<file path="src/rtl/ecc_b2_sram.sv">
module ecc_b2_sram #(
  parameter int DW = 16,
  parameter int AW = 4,
  localparam int BW = DW / 8,
  localparam int WW = 2 * DW,
  localparam int P  = $clog2(WW + $clog2(WW) + 2),
  localparam int CW = WW + P + 1,
  localparam int IW = $clog2(CW)
) (
  input  logic          clk,
  input  logic          rst_n,
  input  logic          wr_cmd,
  input  logic [AW-1:0] wr_addr,
  input  logic [DW-1:0] wr_data,
  input  logic [BW-1:0] wr_be,
  input  logic          rd_cmd,
  input  logic [AW-1:0] rd_addr,
  output logic [DW-1:0] rd_data,
  output logic          rd_valid,
  output logic          rd_corrected,
  input  logic          inj_en,
  input  logic [AW-1:0] inj_addr,
  input  logic [IW-1:0] inj_bit
);
  localparam int DEPTH = 1 << AW;

  function automatic logic [P-1:0] chk_of(input logic [WW-1:0] d);
    logic [P-1:0] c;
    int pos;
    c = '0;
    pos = 2;
    for (int i = 0; i < WW; i++) begin
      pos++;
      while ((pos & (pos - 1)) == 0) pos++;
      if (d[i]) c ^= pos[P-1:0];
    end
    return c;
  endfunction

  function automatic logic [CW-1:0] encode(input logic [WW-1:0] d);
    logic [P-1:0] c;
    c = chk_of(d);
    return {^{c, d}, c, d};
  endfunction

  function automatic logic [WW-1:0] repair(input logic [CW-1:0] cw, input logic prot);
    logic [WW-1:0] d;
    logic [P-1:0] syn;
    int pos;
    d = cw[WW-1:0];
    syn = cw[WW +: P] ^ chk_of(d);
    pos = 2;
    if (prot && ^cw) begin
      for (int i = 0; i < WW; i++) begin
        pos++;
        while ((pos & (pos - 1)) == 0) pos++;
        if (pos == int'(syn)) d[i] = ~d[i];
      end
    end
    return d;
  endfunction

  logic [CW-1:0] mem [DEPTH];
  logic [DEPTH-1:0] vld;

  logic          wr_ph;
  logic [AW-1:0] wr_a;
  logic [DW-1:0] wr_d0;
  logic [BW-1:0] wr_b0;
  logic          wr_accept, wr_store, wr_full, wr_none;
  logic [2*BW-1:0] new_be;
  logic [WW-1:0] new_raw, old_data, merged;
  logic [CW-1:0] commit_cw;
  logic          inj_ok;

  assign wr_accept = rst_n & wr_cmd & ~wr_ph;
  assign new_be    = {wr_be, wr_b0};
  assign new_raw   = {wr_data, wr_d0};
  assign wr_full   = &new_be;
  assign wr_none   = ~|new_be;
  assign wr_store  = wr_ph & ~wr_none;
  assign old_data  = repair(mem[wr_a], vld[wr_a]);
  assign commit_cw = encode(merged);

  for (genvar b = 0; b < 2 * BW; b++) begin : g_merge
    assign merged[8*b +: 8] = new_be[b] ? new_raw[8*b +: 8] : old_data[8*b +: 8];
  end

  assign inj_ok = inj_en && (int'(inj_bit) < CW) && !(wr_store && inj_addr == wr_a);

  always_ff @(posedge clk) begin
    if (wr_store) mem[wr_a] <= commit_cw;
    if (inj_ok) mem[inj_addr] <= mem[inj_addr] ^ (CW'(1) << inj_bit);
  end

  always_ff @(posedge clk or negedge rst_n) begin
    if (!rst_n) begin
      wr_ph <= 1'b0;
      vld   <= '0;
    end else begin
      wr_ph <= wr_accept;
      if (wr_store) vld[wr_a] <= wr_full;
    end
  end

  always_ff @(posedge clk) begin
    if (wr_accept) begin
      wr_a  <= wr_addr;
      wr_d0 <= wr_data;
      wr_b0 <= wr_be;
    end
  end

  logic          s1_v, s2_v, s2_vf, o_corr, rd_accept, fetch_hit;
  logic [AW-1:0] s1_a;
  logic [CW-1:0] s2_cw;
  logic [WW-1:0] o_word;
  logic [1:0]    o_st;

  assign rd_accept = rst_n & rd_cmd & ~s1_v;
  assign fetch_hit = wr_store && (wr_a == s1_a);

  always_ff @(posedge clk or negedge rst_n) begin
    if (!rst_n) begin
      s1_v   <= 1'b0;
      s2_v   <= 1'b0;
      o_st   <= 2'd0;
      o_corr <= 1'b0;
    end else begin
      s1_v <= rd_accept;
      s2_v <= s1_v;
      if (s2_v) begin
        o_st   <= 2'd1;
        o_corr <= s2_vf & ^s2_cw;
      end else begin
        o_st <= (o_st == 2'd1) ? 2'd2 : 2'd0;
      end
    end
  end

  always_ff @(posedge clk) begin
    if (rd_accept) s1_a <= rd_addr;
    if (s1_v) begin
      s2_cw <= fetch_hit ? commit_cw : mem[s1_a];
      s2_vf <= fetch_hit ? wr_full : vld[s1_a];
    end
    if (s2_v) o_word <= repair(s2_cw, s2_vf);
  end

  assign rd_valid     = (o_st != 2'd0);
  assign rd_data      = (o_st == 2'd2) ? o_word[WW-1:DW] : o_word[DW-1:0];
  assign rd_corrected = o_corr & rd_valid;

  a_r1_commit_after_accept: assert property (@(posedge clk) disable iff (!rst_n)
    wr_ph |-> $past(wr_accept));
  a_r2_one_second_beat: assert property (@(posedge clk) disable iff (!rst_n)
    wr_ph |=> !wr_ph);
  a_r3_read_latency: assert property (@(posedge clk) disable iff (!rst_n)
    $past(rd_accept, 3) |-> (rd_valid && o_st == 2'd1));
  a_r3_high_beat_follows: assert property (@(posedge clk) disable iff (!rst_n)
    (o_st == 2'd1) |=> (o_st == 2'd2));
  a_r5_full_protects: assert property (@(posedge clk) disable iff (!rst_n)
    $past(wr_store && wr_full) |-> vld[$past(wr_a)]);
  a_r5_partial_unprotects: assert property (@(posedge clk) disable iff (!rst_n)
    $past(wr_store && !wr_full) |-> !vld[$past(wr_a)]);
  a_r7_no_flag_unprotected: assert property (@(posedge clk) disable iff (!rst_n)
    (s2_v && !s2_vf) |=> !rd_corrected);
endmodule

</file>
<file path="config.mk">
export PLATFORM = sky130hd
export DESIGN_NAME = ecc_b2_sram
export DESIGN_NICKNAME = d
export VERILOG_FILES = /design/src/rtl/ecc_b2_sram.sv
export SDC_FILE = /design/constraint.sdc
export NUM_CORES = 2
export LEC_CHECK = 0
export BUFFER_PORTS_ARGS = -buffer_cell sky130_fd_sc_hd__buf_2
export CAP_MARGIN = 0
export CORE_UTILIZATION = 64
export CTS_CLUSTER_SIZE = 16
export DETAILED_ROUTE_END_ITERATION = 10
export PLACE_DENSITY = 0.81
export SKIP_CTS_REPAIR_TIMING = 1
export SLEW_MARGIN = 20
export SYNTH_ARGS = -nofsm -noshare
export SYNTH_HDL_FRONTEND = slang
export SYNTH_SLANG_ARGS = --single-unit
</file>
<file path="constraint.sdc">
create_clock -name clk -period 9.8 [get_ports clk]
set_input_delay 0.49 -clock clk [delete_from_list [all_inputs] [get_ports clk]]
set_output_delay 0.49 -clock clk [all_outputs]
set_load 0.02 [all_outputs]
</file>
==> reports/qor.yml <==
status: "finished, final reports clean"
yosysSeqAreaShare_pct: 45.2
final_cell_mix: "edfxtp_1 (722), nand2_1 (597), mux4_2 (569), o21ai_0 (498), xnor2_1 (165)"
route.detailed.drc: 0
viasPerCell: 7.74
grt_pass1_wl_um: 241000
num-nets-final: 3656
synth_seq_cells: 748
finalMaxSlewViolations: 0
period_minus_slack_ps: 8370
holdCritPathClass: "primary input to register"
seq_area_um2: 22300
clkTransAtPathRegs_ps: 60
fin_crit_sh_pct: 85.4
antenna_found_initial: 8
hold_viol: 0
num_vias: 36500
dp_slack_ps: 1760
syn_inst: 3752
total_power_mw: 12.3
fin_ws_ps: 1430
clock_sinks: 748
cts_max_path_buffers: 3
ir_worst_vdd_v: 0.000379
finalWirelength_um: 169000
cts_tree: "built"
final_area_um2: 53200
std_cell_rows: 101
skew_ps: 34.9
place_area_um2: 50500
grt_start_max_net_pins: 115
clock.fmax_mhz: 119
multiInputGateArea_um2: 25900
worst_slew_pin_slew_ps: 1280
avgSynthCellArea_um2: 13.1
ys_warn_count: 0
p_leak_nw: 18.5
io_pins: 59
numCtsBuffers: 80
power_density_nw_per_um2: 231
track_usage_pct: 43.8
netlist_area_um2: 49300
setup_violations: 0
rsz0062_at_grt: "false"
detail_route.wl_per_cell_um: 35.8
die_y_um: 280
grt_pass1_vias: 35500
synth_ff_type: "edfxtp_1"
async_flop_share_pct: 2.94
initial_core_util_pct: 64.8
tns_ps: 0
path_class: "register to register"
syn-num-nets: 3793
cap_violations: 0
fp.dieArea_um2: 78200
dpl.hpwl_um: 101000
cts_root_buf: "clkbuf_16"
worstSetupStartpointType: "register"
fillCellCount: 5016
fp.dieW_um: 280
relSlewSlack_pct: 14.5
crit_path_end_kind: "register"
clk_latency_ps: 670
core_region_area_um2: 76100
arrival_ps: 8720
final_common_cell: "edfxtp_1"
cp_data_required_time_ps: 10150
synth_cell_types: 71
dr.pass1.iters: 9
ant_nets: 0
h-tree-depth: 3
place.gp.congestion: 1.04
drive_gt1_share_pct: 28.6
synthToLayoutAreaGrowth_pct: 7.88
synth_enable_flop_cells: 722
port_buffers: 58
worstPathMaxFanout: 19
post-route-util_pct: 69.9
drt-initial-drc-count: 6281
overflow: 0
==> through the flow <==
step           std cells  hold WS, ps
6_report            4711         18.4
5_1_grt             4709         15.6
4_1_cts             4705         -169
3_5_place_dp        4560          446
3_3_place_gp        4560          432
2_1_floorplan       3752          194
==> worst max-delay path, cell delays in order, from the launching register on <==
cell and delay (ps):
dfxtp_1 1040, nor2b_4 720, buf_4 390, a22oi_1 130, nand2_1 150, xor2_1 100
xnor2_1 420, xor2_1 200, xnor3_2 380, xnor2_4 320, mux2i_4 690, and2_1 330
a211o_1 690, xnor2_1 290, xnor3_1 340, xnor3_1 360, xnor3_4 510, xor2_4 230
xnor2_4 530, mux2i_1 170
==> sequential cells by signal, summed over array words and instances, names as in the netlist, named ones only <==
name	cells
mem	624
s2_cw	39
o_word	32
vld	16
wr_d0	16
s1_a	4
wr_a	4
o_st	2
wr_b0	2
o_corr	1
s1_v	1
s2_v	1
s2_vf	1
wr_ph	1
==> cells in the mapped netlist, types with 7 or more instances <==
cell type,n,area (µm²)
nor2_1,145,544
mux2_2,73,822
nor3b_1,10,75.1
buf_6,13,146
nand2b_1,9,56.3
nor2b_1,7,43.8
o21ai_0,514,2570
a22oi_1,58,435
dfrtp_1,22,551
edfxtp_1,722,21700
buf_1,85,319
xor2_1,90,788
buf_4,15,113
mux4_2,569,12800
nand2_1,609,2290
xnor2_1,180,1580
a21oi_1,84,420
and2_1,7,43.8
nand3_1,32,160
clkbuf_1,240,901
nor3_1,12,60.1
o21ai_2,13,114
xnor2_2,16,260
mux2i_1,73,731
buf_2,20,100
inv_1,12,45.0
nand3b_1,8,60.1
xnor3_1,17,383
==> cell type report <==
cell class                      count  area share (%)
Sequential cell                   748            42.0
Clock inverter                     46           0.614
Antenna cell                        3          0.0141
Inverter                           13          0.0917
Clock buffer                       99            3.98
Tap cell                         1030            2.42
Timing Repair Buffer              154            2.19
Multi-Input combinational cell   2618            48.7
==> power breakdown <==
group / leakage [nW] / switching [mW] / internal, mW
logic: 10.4 / 3.04 / 2.02
clock network: 1.21 / 1.31 / 1.63
registers: 6.90 / 0.103 / 4.20
==> logic make-up after synthesis <==
family / Yosys count / synth area share, %
AND/OR/NAND/NOR: 875 / 7.35
flip-flops: 748 / 45.2
buffers and inverters: 386 / 3.30
multiplexers: 721 / 29.4
AO/OA/AOI/OAI: 707 / 8.05
XOR/XNOR: 315 / 6.71
==> path summary, 6_finish.rpt <==
kind                                        start               endpoint  slack, ps  depth (start not counted)
max in group asynchronous                   rst_n    vld[11]$_DFFE_PN0P_       9160                          3
worst min-delay path                   rd_addr[1]      s1_a[1]$_DFFE_PP_         20                          1
worst min register to register  o_st[1]$_DFF_PN0_      o_st[1]$_DFF_PN0_        450                          1
worst max-delay path                     register  mem[13][38]$_DFFE_PP_       1430                         19
min in group asynchronous                   rst_n         s2_v$_DFF_PN0_        350                          3
worst max register to register           register  mem[13][38]$_DFFE_PP_       1430                         19
==> layer usage <==
metal	up-vias	global-route usage, %	routed length [µm]
li1	14200	-	-
met1	17500	54.6	50500
met2	3756	64.2	73700
met3	913	18.3	31600
met4	10	26.2	12900
met5	-	0	96
Note: power is estimated with default switching activity, not from simulation.
